--- src/rtl/shared_alu.sv ---
module shared_alu #(
  parameter int W = 16
) (
  input  logic         clk,
  input  logic         rst,
  input  logic         start,
  input  logic [2:0]   op,
  input  logic [W-1:0] opa,
  input  logic [W-1:0] opb,
  output logic [W-1:0] result,
  output logic [W-1:0] aux,
  output logic         flag,
  output logic         err,
  output logic         done
);
  localparam int CW = (W > 2) ? $clog2(W) : 1;
  localparam logic [2:0] OP_LOAD = 3'd0, OP_ADD = 3'd1, OP_SUB = 3'd2,
                         OP_MUL = 3'd3, OP_DIV = 3'd4;
  localparam logic [CW-1:0] LAST = CW'(W - 1);

  typedef enum logic [1:0] {S_IDLE, S_MUL, S_DIV} state_t;

  state_t        st;
  logic [W-1:0]  acc, rot, breg;
  logic [CW-1:0] cnt;
  logic          wide, flag_q, err_q, done_q;

  logic [W-1:0]  add_a, add_b, b_eff, shl, sum;
  logic          inv, cout, take;
  logic [W:0]    full;

  wire accept = start && (st == S_IDLE) && (op <= OP_DIV);
  wire busy   = (st != S_IDLE);

  assign shl = {acc[W-2:0], rot[W-1]};

  always_comb begin
    add_a = '0;
    add_b = '0;
    inv   = 1'b0;
    case (st)
      S_IDLE: begin
        if (op == OP_LOAD || op == OP_ADD || op == OP_SUB) add_a = opa;
        if (op == OP_ADD || op == OP_SUB) add_b = opb;
        if (op == OP_SUB) inv = 1'b1;
      end
      S_MUL: begin
        add_a = acc;
        add_b = rot[0] ? breg : '0;
      end
      S_DIV: begin
        add_a = shl;
        add_b = breg;
        inv   = 1'b1;
      end
      default: ;
    endcase
  end

  assign b_eff       = add_b ^ {W{inv}};
  assign full        = {1'b0, add_a} + {1'b0, b_eff} + {{W{1'b0}}, inv};
  assign {cout, sum} = full;
  assign take        = acc[W-1] | cout;

  always_ff @(posedge clk) begin
    if (rst) begin
      st     <= S_IDLE;
      acc    <= '0;
      rot    <= '0;
      breg   <= '0;
      cnt    <= '0;
      wide   <= 1'b0;
      flag_q <= 1'b0;
      err_q  <= 1'b0;
      done_q <= 1'b0;
    end else begin
      done_q <= 1'b0;
      case (st)
        S_IDLE: if (accept) begin
          if (op == OP_DIV && opb == '0) begin
            err_q  <= 1'b1;
            done_q <= 1'b1;
          end else begin
            acc    <= sum;
            flag_q <= cout;
            err_q  <= 1'b0;
            if (op == OP_MUL || op == OP_DIV) begin
              rot  <= opa;
              breg <= opb;
              cnt  <= '0;
              wide <= 1'b1;
              st   <= (op == OP_MUL) ? S_MUL : S_DIV;
            end else begin
              wide   <= 1'b0;
              done_q <= 1'b1;
            end
          end
        end
        S_MUL: begin
          acc <= {cout, sum[W-1:1]};
          rot <= {sum[0], rot[W-1:1]};
          cnt <= cnt + 1'b1;
          if (cnt == LAST) begin
            st     <= S_IDLE;
            done_q <= 1'b1;
          end
        end
        S_DIV: begin
          acc <= take ? sum : shl;
          rot <= {rot[W-2:0], take};
          cnt <= cnt + 1'b1;
          if (cnt == LAST) begin
            st     <= S_IDLE;
            done_q <= 1'b1;
          end
        end
        default: st <= S_IDLE;
      endcase
    end
  end

  assign result = wide ? rot : acc;
  assign aux    = wide ? acc : '0;
  assign flag   = flag_q;
  assign err    = err_q;
  assign done   = done_q;

  logic [W-1:0] chk_a, chk_b;
  logic [2:0]   chk_op;
  always_ff @(posedge clk) begin
    if (rst) begin
      chk_a  <= '0;
      chk_b  <= '0;
      chk_op <= '0;
    end else if (accept) begin
      chk_a  <= opa;
      chk_b  <= opb;
      chk_op <= op;
    end
  end

  assert_add_carry_R2: assert property (@(posedge clk) disable iff (rst)
    (accept && op == OP_ADD) |=> ({flag, result} == {1'b0, $past(opa)} + {1'b0, $past(opb)}));

  assert_sub_borrow_R3: assert property (@(posedge clk) disable iff (rst)
    (accept && op == OP_SUB) |=> (result == $past(opa) - $past(opb) && flag == ($past(opa) >= $past(opb))));

  assert_mul_product_R4: assert property (@(posedge clk) disable iff (rst)
    (done && chk_op == OP_MUL) |-> ({aux, result} == {{W{1'b0}}, chk_a} * {{W{1'b0}}, chk_b}));

  assert_div_quot_rem_R5: assert property (@(posedge clk) disable iff (rst)
    (done && chk_op == OP_DIV && chk_b != '0) |-> (result == chk_a / chk_b && aux == chk_a % chk_b));

  assert_div_zero_hold_R6: assert property (@(posedge clk) disable iff (rst)
    (done && err) |-> (result == $past(result) && aux == $past(aux) && flag == $past(flag)));

  assert_busy_ignores_R7: assert property (@(posedge clk) disable iff (rst)
    (busy && cnt != LAST) |=> (busy && !done));

  assert_done_source_R8: assert property (@(posedge clk) disable iff (rst)
    done |-> ($past(accept) || $past(busy)));

  assert_reset_clear_R9: assert property (@(posedge clk)
    rst |=> (result == '0 && aux == '0 && !flag && !err && !done));
endmodule

--- config.mk ---
export PLATFORM = sky130hd
export DESIGN_NAME = shared_alu
export DESIGN_NICKNAME = d
export VERILOG_FILES = /design/src/rtl/shared_alu.sv
export SDC_FILE = /design/constraint.sdc
export NUM_CORES = 1
export LEC_CHECK = 0
export BUFFER_PORTS_ARGS = -buffer_cell sky130_fd_sc_hd__buf_2
export CAP_MARGIN = 20
export CORE_ASPECT_RATIO = 0.6
export CORE_MARGIN = 1
export CORE_UTILIZATION = 58
export CTS_CLUSTER_DIAMETER = 50
export CTS_CLUSTER_SIZE = 14
export DETAILED_ROUTE_END_ITERATION = 6
export PLACE_DENSITY = 0.87
export SLEW_MARGIN = 20
export SYNTH_ARGS = -nofsm -noshare
export SYNTH_HDL_FRONTEND = slang
export SYNTH_SLANG_ARGS = --single-unit
--- constraint.sdc ---
create_clock -name clk -period 5.07 [get_ports clk]
set_input_delay 1.014 -clock clk [delete_from_list [all_inputs] [get_ports clk]]
set_output_delay 1.014 -clock clk [all_outputs]
set_load 0.005 [all_outputs]
==> results.md, run 1 <==
- Reg2Reg Capture Point: acc[12]
- Unrepaired setup endpoints after global routing: false
- Final setup violation count: 0
- First-pass GRT wire length: 23900 µm
- Prevailing post-synth register cell: dfxtp_1
- H-tree depth: 3
- Ys Warns: 0
- Seq/Total Area, Yosys: 0.249
- Hold Path Stages: 2
- Post-synth top area cell: dfxtp_1
- Avg WL per Cell: 19.1 µm
- Clock sinks: 58
- FF-to-FF Start: st[0]
- EDFF count, synth: 0
- Worst r2r path cells: 18
- Worst Min Path Start: breg[3]
- HPWL after DPL: 10500 µm
- Clock Skews: 0.0103 ns
- Clock buffer depth: 2
- Vias per cell: 6.75
- Clk pin slew, worst setup/hold paths: 0.06 ns
- Final Wtd Congestion: 0.961
- Drt total wl: 14900 µm
- Post-route ant nets: 0
- Relative slew slack: 0.314
- Antenna violations before repair: 0
- Worst-Skew Late Latency: 0.34 ns
- FF-to-FF setup slack: 0.41 ns
- Yosys reg bits: 58
- Area contributors post-synth: dfxtp_1, nor2_1, ha_1
- Nets: 730
- IO buf count: 72
- Hold Path Class: reg2reg
- Hold Crit Endpoint: breg[3]
- GRT overflow: 0
- Distinct cell type count after synthesis: 61
- Leak: 0.00242 µW
- Top-Level Pins: 73
- Initial Util: 0.622
- Total CTS buffers: 9
- WS Path Type: in2reg
- Slew Viols, Final: 0
- Die area: 8430 µm²
- Cells after Synth: 624
- Worst endpoint required time: 5.31 ns
- CP max FO: 15
- Cell area after synthesis: 4670 µm²
- Pwr Density: 503 nW/µm²
- Most common cell in the netlist: nor2_1
- Cell Rows: 24
- Pin count of the biggest net entering global routing: 52
- Die Y: 71.5 µm
- Final worst path period need: 4.77 ns
- Async S/R FF share, synth: 0
- Post-synth top cells: nor2_1, dfxtp_1, nand2_1, a21oi_1, clkbuf_1
- First-pass iteration count of the detailed router: 7
- Clock tree root driver cell: clkbuf_16
- TNS Setup: 0 ns
- Area Overhead vs Synth: 15.0%
- Post-Syn Area per Cell: 7.48 µm²
- Part of the cycle the worst path needs: 0.942
- CTS Hold Bufs: 0
- Crit path DAT: 5.01 ns
- Status: finished, final reports clean
- Crit. End Element: flip-flop
- Vias in the first global route: 4695
- Die width: 118 µm
- Mapped Nets: 683
- Max-Cap Viols: 0
- Initial DRC count: 962
- Worst VDD drop: 0.311 mV
- Layout cells sized above 1: 0.194
- Share of Yosys cell area claimed by the top area cell type: 0.249
- Worst setup SP type: input pin
- GRT Util Overall: 0.357
- Final hold viol count: 0
- Power, Total: 2700 µW
- Core area: 7510 µm²
- Vias: 5258
- Slew @ Worst Pin: 1.03 ns
- # DRC: 0
- N_diodes: 0
- Max Fclk: 209 MHz
- CTS tree: built
-- kinds of logic (layout without fill, tap and decap cells) --
logic type / count (synthesis) / count (layout) / synth area share
AND/OR/NAND/NOR: 242 / 242 / 0.235
AO/OA/AOI/OAI: 178 / 178 / 0.273
buffers and inverters: 62 / 113 / 0.0522
flip-flops: 58 / 58 / 0.249
multiplexers: 34 / 34 / 0.0782
XOR/XNOR: 29 / 29 / 0.0544
adder cells (fa/ha/maj): 21 / 21 / 0.0579
-- worst max-delay path, cell delays in order --
cell and delay (ns):
buf_2 0.13, nand2b_1 0.19, a21oi_1 0.06, buf_4 0.20
a222oi_1 0.63, nor2_1 0.12, ha_1 0.41, a21oi_1 0.34
nand2_1 0.12, o211a_1 0.23, o31a_1 0.30, nor3_2 0.55
buf_4 0.26, nand2_1 0.06, nand2_1 0.06, a21oi_1 0.06
a211oi_1 0.27
-- repair_timing --
action	in CTS	in global routing
gates resized for setup	0	1
setup endpoints to repair	0	10
hold endpoints to repair	0	0
buffers inserted	0	0
-- area by class of cell --
cell class | count | area, µm²
Sequential cell | 58 | 1160
Tap cell | 104 | 130
Timing Repair Buffer | 86 | 465
Clock inverter | 5 | 55.1
Clock buffer | 10 | 239
Fill cell | 587 | 2140
Inverter | 12 | 45.0
Multi-Input combinational cell | 504 | 3270
-- cell usage in the layout, fill, tap and decap left out, types with 3 or more instances in the layout --
master	synthesis	final
nand2b_1	6	6
clkbuf_16	0	9
xor2_1	6	6
nand4_1	3	3
xnor2_1	23	23
a211oi_1	6	6
buf_4	0	14
a32o_1	4	4
a21o_1	6	6
a21oi_1	46	46
o211ai_1	5	5
a22oi_1	18	18
a31oi_1	5	5
nand3_1	10	10
and3_1	3	3
nor2b_1	3	3
nor2_1	109	108
and2_1	16	16
a222oi_1	14	14
o21ai_1	7	6
dfxtp_1	58	57
ha_1	20	19
nand2_1	50	50
inv_1	11	11
o21ai_0	18	18
o21a_1	4	4
a221oi_1	24	24
buf_2	9	72
nor3_1	23	23
mux2i_1	17	17
nor4_1	6	6
mux2_2	16	16
or3_1	4	4
-- flip-flops by register name, summed over array words and instances (netlist names) --
register	count
st	2
wide	1
err	1
breg	16
acc	16
cnt	4
rot	16
flag	1
done	1
-- worst max-delay path by stage --
stage	start	cells after the start	to
finish	op[2]	17	acc[12]
floorplan	op[1]	18	acc[13]
global placement	op[2]	16	acc[13]
detailed placement	op[2]	17	acc[12]
global route	op[2]	16	acc[13]
CTS	op[2]	17	acc[12]
-- routing by layer --
layer | GRT usage | up-vias | part of all wire
met1 | 0.493 | 2408 | 0.42
li1 | - | 2388 | -
met2 | 0.521 | 413 | 0.41
met3 | 0.114 | 49 | 0.14
met4 | 0.130 | 0 | 0.023
met5 | 0 | - | 0
-- metrics by stage --
| step | worst slack, ns | hold WS, ns | area [µm²] | cells | utilization |
|---|---|---|---|---|---|
| final | 0.296 | 0.500 | 5370 | 779 | 0.715 |
| after global routing | 0.134 | 0.532 | 5370 | 779 | 0.715 |
| after CTS | 0.170 | 0.504 | 5370 | 779 | 0.715 |
| after detailed placement | -0.119 | 0.492 | 5070 | 764 | 0.676 |
| after global placement | 0.106 | 0.476 | 5070 | 764 | 0.676 |
| after floorplan | 0.614 | 0.464 | 4670 | 624 | - |
-- where the power goes --
part	leakage [µW]	switching, µW	total (µW)	internal (µW)
combinational	0.00181	878	1400	525
sequential	0.000473	141	687	545
clock	0.000140	224	613	389
Power figures use the tool's default switching activity.
==> inputs of run 2 (changes only) <==
- clock period: 5.07 -> 5 ns (I/O delays scaled with it)
==> run 2 against run 1 <==
Combinational power barely moved; clock skew fell by 0.0011 ns; largest power group unchanged; final area rose by 1.1%; wire length barely moved; first-iteration DRC count fell by 3.1%; worst hold slack got worse by 0.0015 ns; die area did not move; count of clock-buffer cells in the layout did not move; global-route usage rose by 0.14 points; setup slack improved by 0.12 ns; largest cell class unchanged; critical path depth did not move.
==> results.md, run 2 (synthesis gave the netlist of run 1 again) <==
- Worst-Skew Late Latency: 0.33 ns
- Worst endpoint required time: 5.25 ns
- Vias in the first global route: 4667
- Max-Cap Viols: 0
- Post-route ant nets: 0
- Pin count of the biggest net entering global routing: 52
- Final setup violation count: 0
- Nets: 733
- Clock tree root driver cell: clkbuf_16
- CP max FO: 15
- First-pass GRT wire length: 23900 µm
- Hold Path Class: reg2reg
- Core area: 7510 µm²
- Most common cell after layout, fill and taps aside: nor2_1
- Largest regs: acc (16), breg (16), rot (16)
- Vias per cell: 6.70
- CTS tree: built
- Worst setup margin: 0.413 ns
- Unrepaired setup endpoints after global routing: false
- Die area: 8430 µm²
- Most frequent cells in the layout: nor2_1, buf_2, dfxtp_1
- Utilization after layout: 0.723
- Top-Level Pins: 73
- Slew @ Worst Pin: 1.02 ns
- N_diodes: 0
- Initial Util: 0.622
- IO buf count: 72
- Initial DRC count: 932
- Slew Viols, Final: 0
- Clock buffer depth: 2
- Worst VDD drop: 0.276 mV
- Place WS: -0.0733 ns
- Relative slew slack: 0.323
- Clock sinks: 58
- GRT Util Overall: 0.358
- Worst setup SP type: input pin
- Power, Total: 2800 µW
- Status: finished, final reports clean
- Vias: 5238
- Cell Rows: 24
- TNS Setup: 0 ns
- Total CTS buffers: 9
- Max Fclk: 218 MHz
- Avg WL per Cell: 19.1 µm
- Leak: 0.00246 µW
- Antenna violations before repair: 0
- H-tree depth: 3
- Drt total wl: 14900 µm
- WS Path Type: in2reg
- Final non-filler cell area: 5430 µm²
- Placed Area: 5110 µm²
- GRT overflow: 0
- Crit. End Element: flip-flop
- Final worst path period need: 4.59 ns
- Final Wtd Congestion: 1.01
- # DRC: 0
- Area Overhead vs Synth: 16.3%
- HPWL after DPL: 10400 µm
- First-pass iteration count of the detailed router: 6
- Final hold viol count: 0
- Part of the cycle the worst path needs: 0.917
- CTS Hold Bufs: 0
- Die width: 118 µm
- Clk pin slew, worst setup/hold paths: 0.06 ns
- Pwr Density: 516 nW/µm²
- Die Y: 71.5 µm
- Clock Skews: 0.00916 ns
- Crit path DAT: 4.83 ns
- Layout cells sized above 1: 0.198
## run 2: cell count changes in the layout (fill, tap and decap cells not counted)
cell	delta
buf_12	+1
buf_4	+2
bufinv_16	+1
clkinv_4	+1
clkinvlp_4	-2
## run 2: stage by stage
stage | hold slack, ns | cells
6_report | 0.498 | 782
2_1_floorplan | 0.464 | 624
4_1_cts | 0.497 | 782
3_3_place_gp | 0.476 | 767
3_5_place_dp | 0.487 | 767
5_1_grt | 0.523 | 782
## run 2: layout make-up
type / instances / area (µm²)
sequential: 58 / 1160
clock inverter: 5 / 78.8
fill: 596 / 2080
clock buffer: 10 / 239
inverter: 12 / 45.0
timing repair buffer: 89 / 500
multi-input combinational: 504 / 3270
tap: 104 / 130
## run 2: timing repair
item	4_1_cts	5_1_grt
endpoints found under the setup margin	0	12
buffers inserted	0	0
gates resized for setup	0	1
## run 2: routing by layer
metal,global-route usage,up-vias,part of all wire
li1,-,2390,-
met1,0.505,2394,0.42
met2,0.537,415,0.42
met3,0.0932,39,0.14
met4,0.110,0,0.019
met5,0,-,0
## run 2: critical path, cell delays in order
cell and delay (ns):
buf_2 0.13, nand2b_1 0.17, a21oi_1 0.09, buf_12 0.17, a222oi_1 0.61, nor2_1 0.13, ha_1 0.41, a21oi_1 0.30
nand2_1 0.11, o211a_1 0.22, o31a_1 0.30, nor3_2 0.53, buf_4 0.26, nand2_1 0.06, nand2_1 0.07, a21oi_1 0.06
a211oi_1 0.22
## run 2: path summary, 6_finish.rpt
path	to	start	slack, ns	cells past startpoint
max	acc[12]	op[2]	0.41	17
min	breg[13]	breg[13]	0.50	2
max reg2reg	acc[12]	st[0]	0.52	18
min reg2reg	breg[13]	breg[13]	0.50	2
## run 2: where the power goes
part	internal [µW]	switching (µW)	total (µW)
logic	544	891	1430
registers	553	140	693
clock network	446	229	675
total	1540	1260	2800
==> inputs of run 3 (changes only) <==
--- a/config.mk
+++ b/config.mk
@@ -15,6 +15,8 @@
 export DETAILED_ROUTE_END_ITERATION = 6
 export PLACE_DENSITY = 0.87
+export REMOVE_ABC_BUFFERS = 1
 export SLEW_MARGIN = 20
 export SYNTH_ARGS = -nofsm -noshare
 export SYNTH_HDL_FRONTEND = slang
 export SYNTH_SLANG_ARGS = --single-unit
+export TNS_END_PERCENT = 1
==> constraint.sdc (replaced) <==
create_clock -name clk -period 5 [get_ports clk]
set_input_delay 1.25 -clock clk [delete_from_list [all_inputs] [get_ports clk]]
set_output_delay 1.25 -clock clk [all_outputs]
set_load 0.005 [all_outputs]
==> run 3 against run 2 <==
Count of clock-buffer cells in the layout increased by 2; combinational power about the same; sequential power about the same; via count is 2.3% lower; final area grew 0.51%; die area is the same; clock skew increased by 0.0024 ns; critical path type unchanged; worst hold slack worse by 0.00078 ns; clock power grew 2%; global-route usage down 1.1 points; largest cell class unchanged; wire length down 4.2%; maximum frequency is 4.3% lower.
==> results.md, run 3 (synthesis gave the netlist of run 1 again) <==
- Final Wtd Congestion: 0.936
- Clock Skews: 0.0115 ns
- Met3 GRT Util: 0.0717
- Utilization after layout: 0.727
- Drt total wl: 14300 µm
- First-pass GRT wire length: 23400 µm
- Hold Path Class: reg2reg
- Worst VDD drop: 0.222 mV
- Core area: 7510 µm²
- Slew @ Worst Pin: 0.920 ns
- Clock buffer depth: 2
- Post-CTS Setup Bufs: 0
- Final worst path period need: 4.79 ns
- Nets: 735
- Largest regs: acc (16), breg (16), rot (16)
- IO buf count: 72
- CP max FO: 16
- Final setup violation count: 0
- GRT Util Overall: 0.347
- # DRC: 0
- Area Overhead vs Synth: 16.9%
- CTS Hold Bufs: 0
- Total CTS buffers: 9
- Part of the cycle the worst path needs: 0.958
- Initial Util: 0.622
- # resized after CTS: 1
- Layout cells sized above 1: 0.200
- Worst setup SP type: input pin
- Vias per cell: 6.52
- Met1 usage: 0.484
- Crit. End Element: flip-flop
- Clock sinks: 58
- Worst-Skew Late Latency: 0.34 ns
- CTS tree: built
- Clk pin slew, worst setup/hold paths: 0.06 ns
- WS Path Type: in2reg
- HPWL after DPL: 9970 µm
- Met2 usage: 0.543
- Most frequent cells in the layout: nor2_1, buf_2, dfxtp_1
- Power, Total: 2780 µW
- Final hold viol count: 0
- H-tree depth: 3
- Max Fclk: 209 MHz
- N_diodes: 0
- Vias in the first global route: 4663
- Worst endpoint required time: 5.22 ns
- Slew Viols, Final: 0
- Top-Level Pins: 73
- Busiest grt layer: met2
- Antenna violations before repair: 0
- Max-Cap Viols: 0
- Most common cell after layout, fill and taps aside: nor2_1
- Initial DRC count: 743
- Unrepaired setup endpoints after global routing: false
- Leak: 0.00247 µW
- Vias: 5115
- Die width: 118 µm
- GRT overflow: 0
- Pin count of the biggest net entering global routing: 53
- Cell Rows: 24
- Die area: 8430 µm²
- First-pass iteration count of the detailed router: 6
- Avg WL per Cell: 18.2 µm
- Clock tree root driver cell: clkbuf_16
- Status: finished, final reports clean
- Die Y: 71.5 µm
- Post-route ant nets: 0
- Pwr Density: 509 nW/µm²
- Relative slew slack: 0.386
- Crit path DAT: 5.01 ns
## run 3: layout make-up
type / instances / area [µm²]
Multi-Input combinational cell: 504 / 3270
Fill cell: 624 / 2050
Tap cell: 104 / 130
Clock buffer: 12 / 256
Timing Repair Buffer: 91 / 515
Inverter: 12 / 45.0
Clock inverter: 4 / 73.8
Sequential cell: 58 / 1160
## run 3: final timing paths
kind,start,depth (start not counted),end,slack (ns)
worst min register to register,breg[14],2,breg[14],0.50
worst max register to register,st[1],18,acc[9],0.44
worst max-delay path,op[0],17,acc[9],0.21
worst min-delay path,breg[14],2,breg[14],0.50
## run 3: metal layers
metal,part of all wire,vias to the layer above
li1,-,2399
met1,0.46,2394
met2,0.44,302
met3,0.092,20
met4,0.012,0
met5,0,-
## run 3: report_power, final
| group | internal, µW | switching (µW) |
|---|---|---|
| registers | 553 | 139 |
| logic | 553 | 843 |
| clock network | 463 | 227 |
| total | 1570 | 1210 |
## run 3: worst max-delay path, stage by stage
cell and delay, ns:
buf_2 0.12, xnor2_1 0.17, nor2_2 0.57, a22oi_1 0.20
nor2_1 0.17, xnor2_1 0.14, ha_1 0.31, a21oi_2 0.21
inv_2 0.04, o311a_1 0.34, o31a_1 0.35, or3_1 0.36
buf_4 0.20, a21oi_2 0.26, nand3_1 0.13, o211ai_1 0.13
a21oi_1 0.06
## run 3: per-stage QoR
| step | worst slack [ns] | cell area, µm² | cells | hold WS, ns | TNS [ns] |
|---|---|---|---|---|---|
| detailed placement | -0.368 | 5120 | 769 | 0.485 | -4.62 |
| global placement | -0.243 | 5120 | 769 | 0.478 | -2.12 |
| floorplan | 0.188 | 4470 | 574 | 0.459 | 0 |
| finish | 0.208 | 5460 | 785 | 0.497 | 0 |
| CTS | 0.299 | 5460 | 785 | 0.496 | 0 |
| global route | 0.000854 | 5460 | 785 | 0.520 | 0 |
